**src/rtl/dma_tenure_limiter.sv**
```systemverilog
module dma_tenure_limiter #(
  parameter int CLK_PER_US = 100,
  parameter int BASE_US    = 16
) (
  input  logic       clk,
  input  logic       rst_n,
  input  logic [7:0] tenure_cfg,
  input  logic       work_pending,
  input  logic       xfer_done,
  input  logic       bus_grant,
  input  logic       bus_busy,
  output logic       bus_req,
  output logic       release_now
);
  localparam int PW = $clog2(CLK_PER_US + 1);
  localparam int TW = $clog2((BASE_US << 6) + 1);

  typedef enum logic [2:0] {S_IDLE, S_REQ, S_ON, S_REL, S_OFF} st_t;
  st_t st, st_nx;

  logic [PW-1:0] pre;
  logic [TW-1:0] tcnt;

  wire [2:0]    off_code  = tenure_cfg[7:5];
  wire [2:0]    on_code   = tenure_cfg[4:2];
  wire          unlimited = (on_code == 3'd7);
  wire [TW-1:0] on_lim    = TW'(BASE_US) << on_code;
  wire [TW-1:0] off_lim   = TW'(BASE_US / 2) << off_code;
  wire          tick      = (pre == PW'(CLK_PER_US - 1));
  wire          on_exp    = !unlimited && tick && (tcnt == on_lim - TW'(1));
  wire          off_exp   = tick && (tcnt == off_lim - TW'(1));
  wire          restart   = (st_nx != st) && (st_nx == S_ON || st_nx == S_OFF);

  always_comb begin
    st_nx = st;
    case (st)
      S_IDLE: if (work_pending) st_nx = S_REQ;
      S_REQ:  if (!work_pending) st_nx = S_IDLE;
              else if (bus_grant) st_nx = S_ON;
      S_ON:   if (xfer_done || !work_pending || on_exp) st_nx = S_REL;
      S_REL:  if (!bus_busy) begin
                if (off_code != 3'd0) st_nx = S_OFF;
                else st_nx = work_pending ? S_REQ : S_IDLE;
              end
      S_OFF:  if (off_exp) st_nx = work_pending ? S_REQ : S_IDLE;
      default: st_nx = S_IDLE;
    endcase
  end

  always_ff @(posedge clk or negedge rst_n) begin
    if (!rst_n) st <= S_IDLE;
    else        st <= st_nx;
  end

  always_ff @(posedge clk or negedge rst_n) begin
    if (!rst_n) begin
      pre  <= '0;
      tcnt <= '0;
    end else if (restart) begin
      pre  <= '0;
      tcnt <= '0;
    end else if (tick) begin
      pre  <= '0;
      tcnt <= tcnt + TW'(1);
    end else begin
      pre  <= pre + PW'(1);
    end
  end

  assign bus_req     = (st == S_REQ) || (st == S_ON);
  assign release_now = (st == S_REL);

  AST_REQ_REL_EXCL: assert property (@(posedge clk) disable iff (!rst_n)
    !(bus_req && release_now));
  AST_BUSY_HOLDS_REL: assert property (@(posedge clk) disable iff (!rst_n)
    release_now && bus_busy |=> release_now);
  AST_DONE_RELEASES: assert property (@(posedge clk) disable iff (!rst_n)
    (st == S_ON) && xfer_done |=> release_now);
  AST_IDLE_QUIET: assert property (@(posedge clk) disable iff (!rst_n)
    (st == S_IDLE) && !work_pending |=> !bus_req);
  AST_REST_NO_REQ: assert property (@(posedge clk) disable iff (!rst_n)
    $fell(release_now) && ($past(off_code) != 3'd0) |-> !bus_req);
endmodule

```
**config.mk**
```make
export PLATFORM = sky130hd
export DESIGN_NAME = dma_tenure_limiter
export DESIGN_NICKNAME = d
export VERILOG_FILES = /design/src/rtl/dma_tenure_limiter.sv
export SDC_FILE = /design/constraint.sdc
export NUM_CORES = 1
export LEC_CHECK = 0
export BUFFER_PORTS_ARGS = -buffer_cell sky130_fd_sc_hd__buf_4
export CAP_MARGIN = 20
export CORE_MARGIN = 10
export CORE_UTILIZATION = 58
export CTS_CLUSTER_DIAMETER = 200
export DETAILED_ROUTE_END_ITERATION = 12
export PLACE_DENSITY = 0.88
export SKIP_CTS_REPAIR_TIMING = 1
export SYNTH_ARGS = -nofsm -noshare
export SYNTH_HDL_FRONTEND = slang
export SYNTH_SLANG_ARGS = --single-unit
```
**constraint.sdc**
```tcl
create_clock -name clk -period 2.2 [get_ports clk]
set_input_delay 0.22 -clock clk [delete_from_list [all_inputs] [get_ports clk]]
set_output_delay 0.22 -clock clk [all_outputs]
set_load 0.1 [all_outputs]
```
==> key figures, run 1 <==
Outcome
  • Status: complete, no violations

STA
  • Period utilisation layout: 0.9231
  • Finish-stage setup viols: 0
  • Post-route worst setup slack: between 0.15 and 0.2 ns
  • Max Clk Rate: 492.4 MHz
  • Hold_ws: 0.1614 ns
  • RSZ-0062 raised after global routing: no
  • Clock Skew: between 0.002 and 0.0025 ns
  • Max-slew violations: 0
  • Fin crit period: 2.031 ns
  • Slew @ Worst Pin: ~0.38 ns
  • Setup TNS: 0 ns
  • Fin. Hold Viols: 0
  • Relative slew margins: 0.7449

Cells and area
  • Most common cell after layout, fill and taps aside: buf_4
  • N_diodes: 0
  • Synthesis-to-layout area growth: 14.94%
  • Commonest cells after routing, fill and taps aside: buf_4, nor2_1, dfrtp_1, nand2_1, nand3_1
  • Fill count: between 150 and 200
  • Layout Utilization: 0.7173
  • Nets: 230
  • Share of cells above drive strength 1: 0.1896

Floorplanning
  • Initial Utilization: 0.6240
  • Core area: approximately 0.0025 mm^2
  • Die ar.: approximately 0.0052 mm^2
  • Horiz. Die Dim: 72.10 um
  • FP Rows: 18
  • Ports: 16
  • Die Y: ~72 um

Pwr
  • Peak supply drop: 1.415 mV
  • P per Cell Area: around 910 mW/mm^2
  • Pwr Total: around 1.6 mW
  • Leakage Power: 0.7932 nW

Logic synthesis
  • Leading area contributor after synthesis: dfrtp_1
  • Mean Syn Cell Area: just over 8 um^2
  • Yosys cell types: 49
  • Syn nets: roughly 210
  • Post-synth top flop: dfrtp_1
  • Synth top area share: 0.3339
  • Post-synth ARST share: 1.000
  • Synthesized cell area: 0.001574 mm^2
  • Synth top area cells: dfrtp_1, xnor2_1, nor2_1
  • Sequential element share of the synthesized area: 0.3339
  • Cells after Synth: 190
  • Yosys reg bits: 21
  • Post-synth EDFFs: 0
  • Warnings, synthesis: 0

Setup path
  • R2R depth: 6
  • FF-to-FF End: pre[5]$_DFF_PN0_
  • CP Data Arrival Time: ~2.3 ns
  • Largest stage delay on the critical path: 0.62 ns
  • Crit path buf inv count: 1
  • CP Capture Type: flop
  • CP delay by family, top: simple AND/OR/NAND/NOR gates
  • CP Class: reg2reg
  • Slowest-stage cell, CP: or4b_2
  • Critical-path maximum fanout: 10
  • CP cell instances: or4b_2 -> a221oi_2 -> a2111oi_2 -> clkbuf_4 -> a21o_1 -> nor2_1
  • R2R setup slack: roughly 0.17 ns
  • Startpoint Class: flop
  • CP required: 2.43 ns
  • Worst reg2reg path startpoint: st[0]$_DFF_PN0_

GRT
  • Grt total ovfl: 0
  • Largest net degree at the start of global routing: 22
  • Number of global-route vias before repair: 1,541
  • Initial antenna violation count: 0
  • First-pass GRT wire length: ~6400 um
  • GRT Util Overall: 0.1432

Drt
  • Initial DRC count: roughly 150
  • Antenna viol nets, final: 0
  • Per-cell routed wire length: around 16 um
  • WL final: about 3800 um
  • # DRC: 0
  • Vias: around 1,500
  • Mean number of vias per cell: between 6 and 7
  • Drt pass-1 iters: 5

Clock tree
  • Maximum clock path buffer count: 2
  • Clk slew on worst S/H paths: 0.11 ns
  • CTS tree: built
  • Clock Tree Root: clkbuf_4
  • H-Tree Depth: 1
  • Total CTS buffers: 3
  • Clk_lat worst skew: 0.29 ns
  • Clock sink total: 21

Flow run
  • Max capacitance violation total: 0

Worst hold path
  • Hold crit path type: in2reg
  • Hold Path End: st[2]$_DFF_PN0_
  • Hold Crit Depth: 2
  • Hold Crit Start: bus_busy

Placed design
  • # port buffers: 13
  • Dpl ws: -0.07344 ns
  • HPWL after DPL: just under 3000 um
  • RD Place Congestion: slightly below 0.9
layout make-up:
type	instances	area, um^2	area share
clock buffers	4	26.28	0.01452
inverters	7	26.28	0.01452
multi-input cells	151	980.9	0.5422
flip-flops and latches	21	525.5	0.2905
well taps	30	37.54	0.02075
repair buffers	28	212.7	0.1176
kinds of logic after synthesis:
group	count (synthesis)	synth area share
xor+xnor	17	0.09459
mux	2	0.01351
simple gates	91	0.3068
flops	21	0.3339
compound gates	37	0.1685
buf+inv	18	0.05088
fa+ha+maj	4	0.03180
power by group:
part	switching, mW	leakage [nW]	total [mW]	internal [mW]
clock network	0.109	0.0150	0.179	0.0705
logic	0.522	0.497	0.864	0.342
registers	0.118	0.282	0.605	0.488
cell usage after synthesis, types with 2 or more instances:
cell       n
dfrtp_1   21
buf_2      4
a221oi_1   2
nand2_1   15
o22ai_1    2
and3_1     3
a31oi_1    2
nor2_1    22
nand4_1    3
xor2_1     5
or3_1      6
a21oi_1    7
nand3_1   13
nor3_1     4
xnor2_1   12
and2_1     2
o211ai_1   2
a21o_1     2
clkbuf_1   6
nor2b_1    7
ha_1       4
or4_1      2
inv_1      7
nand2b_1   4
o21ai_0    9
sequential cells by signal, summed over array words and instances, names as in the netlist:
| name | cells |
|---|---|
| st | 3 |
| pre | 7 |
| tcnt | 11 |
routing by layer:
metal  vias to the layer above  GRT usage  share of wire
met4                         0    0.05806          0.015
li1                        722          -              -
met5                         -          0              0
met3                         8    0.01769          0.057
met1                       709     0.1538           0.40
met2                        56     0.2721           0.53
worst max-delay path by stage:
stage,from,to,slack [ns],cells after the start
2_1_floorplan,tenure_cfg[6],st[0]$_DFF_PN0_,0.002,9
3_3_place_gp,tenure_cfg[7],st[0]$_DFF_PN0_,-0.03,7
3_5_place_dp,tenure_cfg[7],st[0]$_DFF_PN0_,-0.07,7
4_1_cts,st[0]$_DFF_PN0_,pre[4]$_DFF_PN0_,0.08,5
5_1_grt,st[0]$_DFF_PN0_,pre[2]$_DFF_PN0_,0.02,6
6_report,st[0]$_DFF_PN0_,pre[5]$_DFF_PN0_,0.17,6
per-stage QoR:
stage / cells / cell area, um^2
2_1_floorplan: 190 / 1597
4_1_cts: 239 / 1792
5_1_grt: 241 / 1809
3_5_place_dp: 235 / 1765
6_report: 241 / 1809
3_3_place_gp: 235 / 1765
Power figures use the tool's default switching activity.
==> run 2, diff against run 1 <==
CELL_PAD_IN_SITES_DETAIL_PLACEMENT = 1   (was unset)
CELL_PAD_IN_SITES_GLOBAL_PLACEMENT = 2   (was unset)
CORE_UTILIZATION = 35   (was 58)
PLACE_DENSITY = 0.87   (was 0.88)
==> key figures, run 2 (same netlist as run 1, synthesis figures left out) <==
Setup path
  • Largest stage delay on the critical path: between 0.4 and 0.5 ns
  • FF-to-FF End: st[0]$_DFF_PN0_
  • CP startpoint: pre[0]$_DFF_PN0_
  • Startpoint Class: flop
  • CP Data Arrival Time: approximately 2.2 ns
  • Crit path to: st[0]$_DFF_PN0_
  • R2R setup slack: 0.16 ns
  • CP cell instances: ha_1 -> and4bb_1 -> nand3_1 -> or4_1 -> or4_1 -> nand3_1
  • Worst reg2reg path startpoint: pre[0]$_DFF_PN0_
  • R2R depth: 6
  • CP required: about 2.4 ns
  • Critical-path maximum fanout: 4
  • Slowest-stage cell, CP: or4_1
  • CP Capture Type: flop
  • CP Class: reg2reg

Cells and area
  • Largest Register: tcnt
  • Largest register FFs: 11
  • Nets: 225
  • Commonest cells after routing, fill and taps aside: nor2_1, buf_4, dfrtp_1, nand2_1, nand3_1
  • N_diodes: 0
  • Largest registers: tcnt x11, pre x7, st x3
  • Share of cells above drive strength 1: 0.1699
  • Synthesis-to-layout area growth: 17.09%

STA
  • Fin crit period: between 2 and 2.5 ns
  • Max-slew violations: 0
  • RSZ-0062 raised after global routing: no
  • Hold_ws: 0.2053 ns
  • Finish-stage setup viols: 0
  • Slew @ Worst Pin: a little over 0.6 ns
  • Clock Skew: approximately 0.0029 ns
  • Relative slew margins: 0.5907
  • Max Clk Rate: roughly 500 MHz
  • Setup TNS: 0 ns
  • Period utilisation layout: 0.9261
  • Fin. Hold Viols: 0

Floorplanning
  • Horiz. Die Dim: 87.06 um
  • Ports: 16
  • Die ar.: ~0.0076 mm^2
  • Initial Utilization: 0.3615
  • Die Y: 87.06 um
  • FP Rows: 24
  • Core area: roughly 0.0044 mm^2

Pwr
  • Peak supply drop: around 0.49 mV
  • Leakage Power: a little under 0.8 nW
  • Sw Share: 0.4566
  • Comb power frac: 0.490
  • NetSw: 0.7845 mW
  • Power Internal: about 0.93 mW
  • Part of the power in registers: 0.363
  • Clock share of power: 0.148
  • P per Cell Area: 932.2 mW/mm^2

GRT
  • Initial antenna violation count: 0
  • Grt total ovfl: 0
  • Largest net degree at the start of global routing: 22
  • Number of global-route vias before repair: around 1,600
  • GRT Util Overall: 0.1193
  • First-pass GRT wire length: ~7600 um

Placed design
  • RD Place Congestion: about 0.86
  • HPWL after DPL: between 3000 and 4000 um
  • # port buffers: 13

Worst hold path
  • Hold Crit Depth: 2
  • Hold crit path type: in2reg

Clock tree
  • Maximum clock path buffer count: 2
  • Total CTS buffers: 3
  • Clock Tree Root: clkbuf_8
  • CTS tree: built
  • Clk_lat worst skew: 0.26 ns
  • Clock sink total: 21
  • Clk slew on worst S/H paths: roughly 0.070 ns
  • H-Tree Depth: 1

Drt
  • Drt pass-1 iters: 3
  • Per-cell routed wire length: approximately 16 um
  • Mean number of vias per cell: 5.581
  • Initial DRC count: 55
  • WL final: between 4000 and 5000 um
  • # DRC: 0
  • Antenna viol nets, final: 0
  • Vias: between 1,000 and 1,500

Flow run
  • Max capacitance violation total: 0

Outcome
  • Status: complete, no violations
run 2: cell type report:
type,instances,area [um^2]
flip-flops and latches,21,525.5
well taps,52,65.06
inverters,7,26.28
clock buffers,4,45.04
repair buffers,23,187.7
fillers,531,2511
multi-input cells,151,993.5
run 2: power groups by stage:
| stage | combinational, mW | clock, mW | sequential [mW] |
|---|---|---|---|
| global placement | 0.778 | 0 | 0.615 |
| finish | 0.842 | 0.254 | 0.623 |
| global route | 0.919 | 0.277 | 0.643 |
| CTS | 0.833 | 0.262 | 0.622 |
| detailed placement | 0.828 | 0 | 0.631 |
| floorplan | 0.627 | 0 | 0.577 |
run 2: worst min-delay path by stage:
stage	from	to	slack [ns]
final	bus_busy	st[2]$_DFF_PN0_	0.21
after CTS	rst_n	pre[1]$_DFF_PN0_	-0.17
after global routing	bus_busy	st[2]$_DFF_PN0_	0.20
after global placement	rst_n	pre[1]$_DFF_PN0_	0.12
after floorplan	rst_n	pre[0]$_DFF_PN0_	-0.08
after detailed placement	rst_n	pre[1]$_DFF_PN0_	0.12
run 2: routing by layer:
layer	part of all wire	wire length [um]	global-route usage
met2	0.52	2192	0.2112
met1	0.44	1868	0.1404
met4	0.026	112	0.04713
met3	0.019	82	0.01592
met5	0	0	0
run 2: per-stage QoR:
stage	util	area, um^2	setup WS [ns]	std cells	power (mW)
detailed placement	0.4078	1775	-0.05770	253	1.458
floorplan	-	1597	0.002058	190	1.204
global route	0.4233	1843	0.04529	258	1.839
CTS	0.4181	1821	0.09440	257	1.716
global placement	0.4078	1775	-0.04242	253	1.393
finish	0.4233	1843	0.1626	258	1.718
run 2: worst max-delay path: cells and delay by family, from the launching register on:
kind | cells | cell delay (ns)
adders and majority gates | 1 | 0.24
and+or+nand+nor | 5 | 1.35
DFF | 1 | 0.38
==> run 3, diff against run 2 <==
CORE_ASPECT_RATIO = 1.4   (was unset)
clock period = 2.3 ns   (was 2.2 ns; I/O delays follow)
==> key figures, run 3 (same netlist as run 1, synthesis figures left out) <==
Outcome
  • Status: complete, no violations

Placed design
  • Dpl ws: -0.02418 ns
  • HPWL after DPL: roughly 3200 um
  • Post-Place Cell Area: 0.001778 mm^2
  • # port buffers: 13
  • RD Place Congestion: approximately 0.75
  • Placed Cells: between 200 and 300

STA
  • Finish-stage setup viols: 0
  • RSZ-0062 raised after global routing: no
  • Fin crit period: approximately 2.0 ns
  • Hold_ws: 0.1826 ns
  • Slew @ Worst Pin: between 0.3 and 0.4 ns
  • Max Clk Rate: about 490 MHz
  • Clock Skew: 0.002071 ns
  • Post-route worst setup slack: ~0.25 ns
  • Relative slew margins: 0.7741
  • Max-slew violations: 0
  • Period utilisation layout: 0.8895
  • Fin. Hold Viols: 0

Setup path
  • FF-to-FF End: tcnt[5]$_DFFE_PN0P_
  • CP Data Arrival Time: 2.25 ns
  • Worst reg2reg path startpoint: st[0]$_DFF_PN0_
  • CP required: roughly 2.5 ns
  • CP Class: in2reg
  • R2R depth: 6
  • Startpoint Class: input pin
  • CP Capture Type: flop
  • R2R setup slack: slightly below 0.3 ns
  • Critical-path maximum fanout: 11

Drt
  • Vias: about 1,500
  • Mean number of vias per cell: between 5 and 6
  • Initial DRC count: 39
  • Antenna viol nets, final: 0
  • # DRC: 0
  • Per-cell routed wire length: 15.47 um
  • WL final: approximately 4200 um
  • Drt pass-1 iters: 4

Cells and area
  • Share of cells above drive strength 1: 0.1770
  • Nets: roughly 230
  • Largest register FFs: 11
  • Commonest cells after routing, fill and taps aside: buf_4, nor2_1, dfrtp_1, nand2_1, nand3_1
  • N_diodes: 0
  • Area of the multi-input gates: 970.9 um^2
  • Synthesis-to-layout area growth: 17.01%
  • FF+latch area: 525.5 um^2
  • Largest Register: tcnt
  • Most common cell after layout, fill and taps aside: buf_4
  • Cell area after layout: about 0.0018 mm^2
  • Largest registers: tcnt x11, pre x7, st x3
  • Finished Layout Cells: 269
  • Fill count: around 530

GRT
  • GRT Util Overall: 0.1124
  • Initial antenna violation count: 0
  • First-pass GRT wire length: between 7000 and 8000 um
  • Grt total ovfl: 0
  • Number of global-route vias before repair: 1,588
  • Largest net degree at the start of global routing: 22

Floorplanning
  • Core area: 0.004274 mm^2
  • Horiz. Die Dim: 76.68 um
  • Ports: 16
  • Initial Utilization: 0.3683
  • Die ar.: ~0.0076 mm^2
  • FP Rows: 28
  • Die Y: 99.35 um

Clock tree
  • H-Tree Depth: 1
  • Clk slew on worst S/H paths: approximately 0.08 ns
  • Clk_lat worst skew: between 0.2 and 0.3 ns
  • CTS tree: built
  • Total CTS buffers: 3
  • Clock sink total: 21
  • Clock Tree Root: clkbuf_8
  • Maximum clock path buffer count: 2

Worst hold path
  • Hold crit path type: in2reg
  • Hold Crit Depth: 2
  • Hold Path End: st[2]$_DFF_PN0_
  • Hold Crit Start: bus_busy

Pwr
  • P per Cell Area: 877.7 mW/mm^2
  • Pwr Total: 1.616 mW
  • Peak supply drop: approximately 0.35 mV
  • Leakage Power: 0.7874 nW

Flow run
  • Max capacitance violation total: 0
==> run 3: critical path, cell delays in order <==
cell and delay (ns):
buf_4 0.11, buf_4 0.16, nor2_1 0.17, nand2_1 0.09, ha_1 0.30, xnor2_1 0.12
or4_1 0.48, or4_1 0.48, nand3_1 0.10
==> run 3: metal layers <==
metal,vias to the layer above,global-route usage,share of wire
li1,720,-,-
met1,749,0.1160,0.40
met2,14,0.2147,0.56
met3,5,0.02072,0.022
met4,0,0.04735,0.015
met5,-,0,0
==> run 3: worst max-delay path by stage <==
| stage | start | to | slack [ns] | depth (start not counted) |
|---|---|---|---|---|
| 3_5_place_dp | tenure_cfg[7] | st[0]$_DFF_PN0_ | -0.02 | 9 |
| 4_1_cts | st[0]$_DFF_PN0_ | tcnt[5]$_DFFE_PN0P_ | 0.05 | 5 |
| 3_3_place_gp | tenure_cfg[7] | st[0]$_DFF_PN0_ | 0.004 | 7 |
| 5_1_grt | tenure_cfg[7] | st[0]$_DFF_PN0_ | 0.16 | 10 |
| 2_1_floorplan | tenure_cfg[6] | st[0]$_DFF_PN0_ | 0.02 | 9 |
| 6_report | tenure_cfg[7] | st[0]$_DFF_PN0_ | 0.25 | 9 |
==> run 3: layout make-up <==
type                            instances  area share
Inverter                                7     0.01427
Clock buffer                            3     0.02242
Clock inverter                          1    0.002717
Multi-Input combinational cell        151      0.5272
Sequential cell                        21      0.2853
Timing Repair Buffer                   26      0.1073
Tap cell                               60     0.04076
==> run 3: per-stage QoR <==
step,TNS [ns],util
3_3_place_gp,0,0.4160
3_5_place_dp,-0.02418,0.4160
2_1_floorplan,0,-
5_1_grt,0,0.4309
6_report,0,0.4309
4_1_cts,0,0.4268
==> run 3: power breakdown <==
group	leakage [nW]	switching, mW	internal [mW]
Combinational	0.480	0.485	0.302
Sequential	0.282	0.117	0.467
Clock	0.0255	0.125	0.121
Total	0.787	0.727	0.890
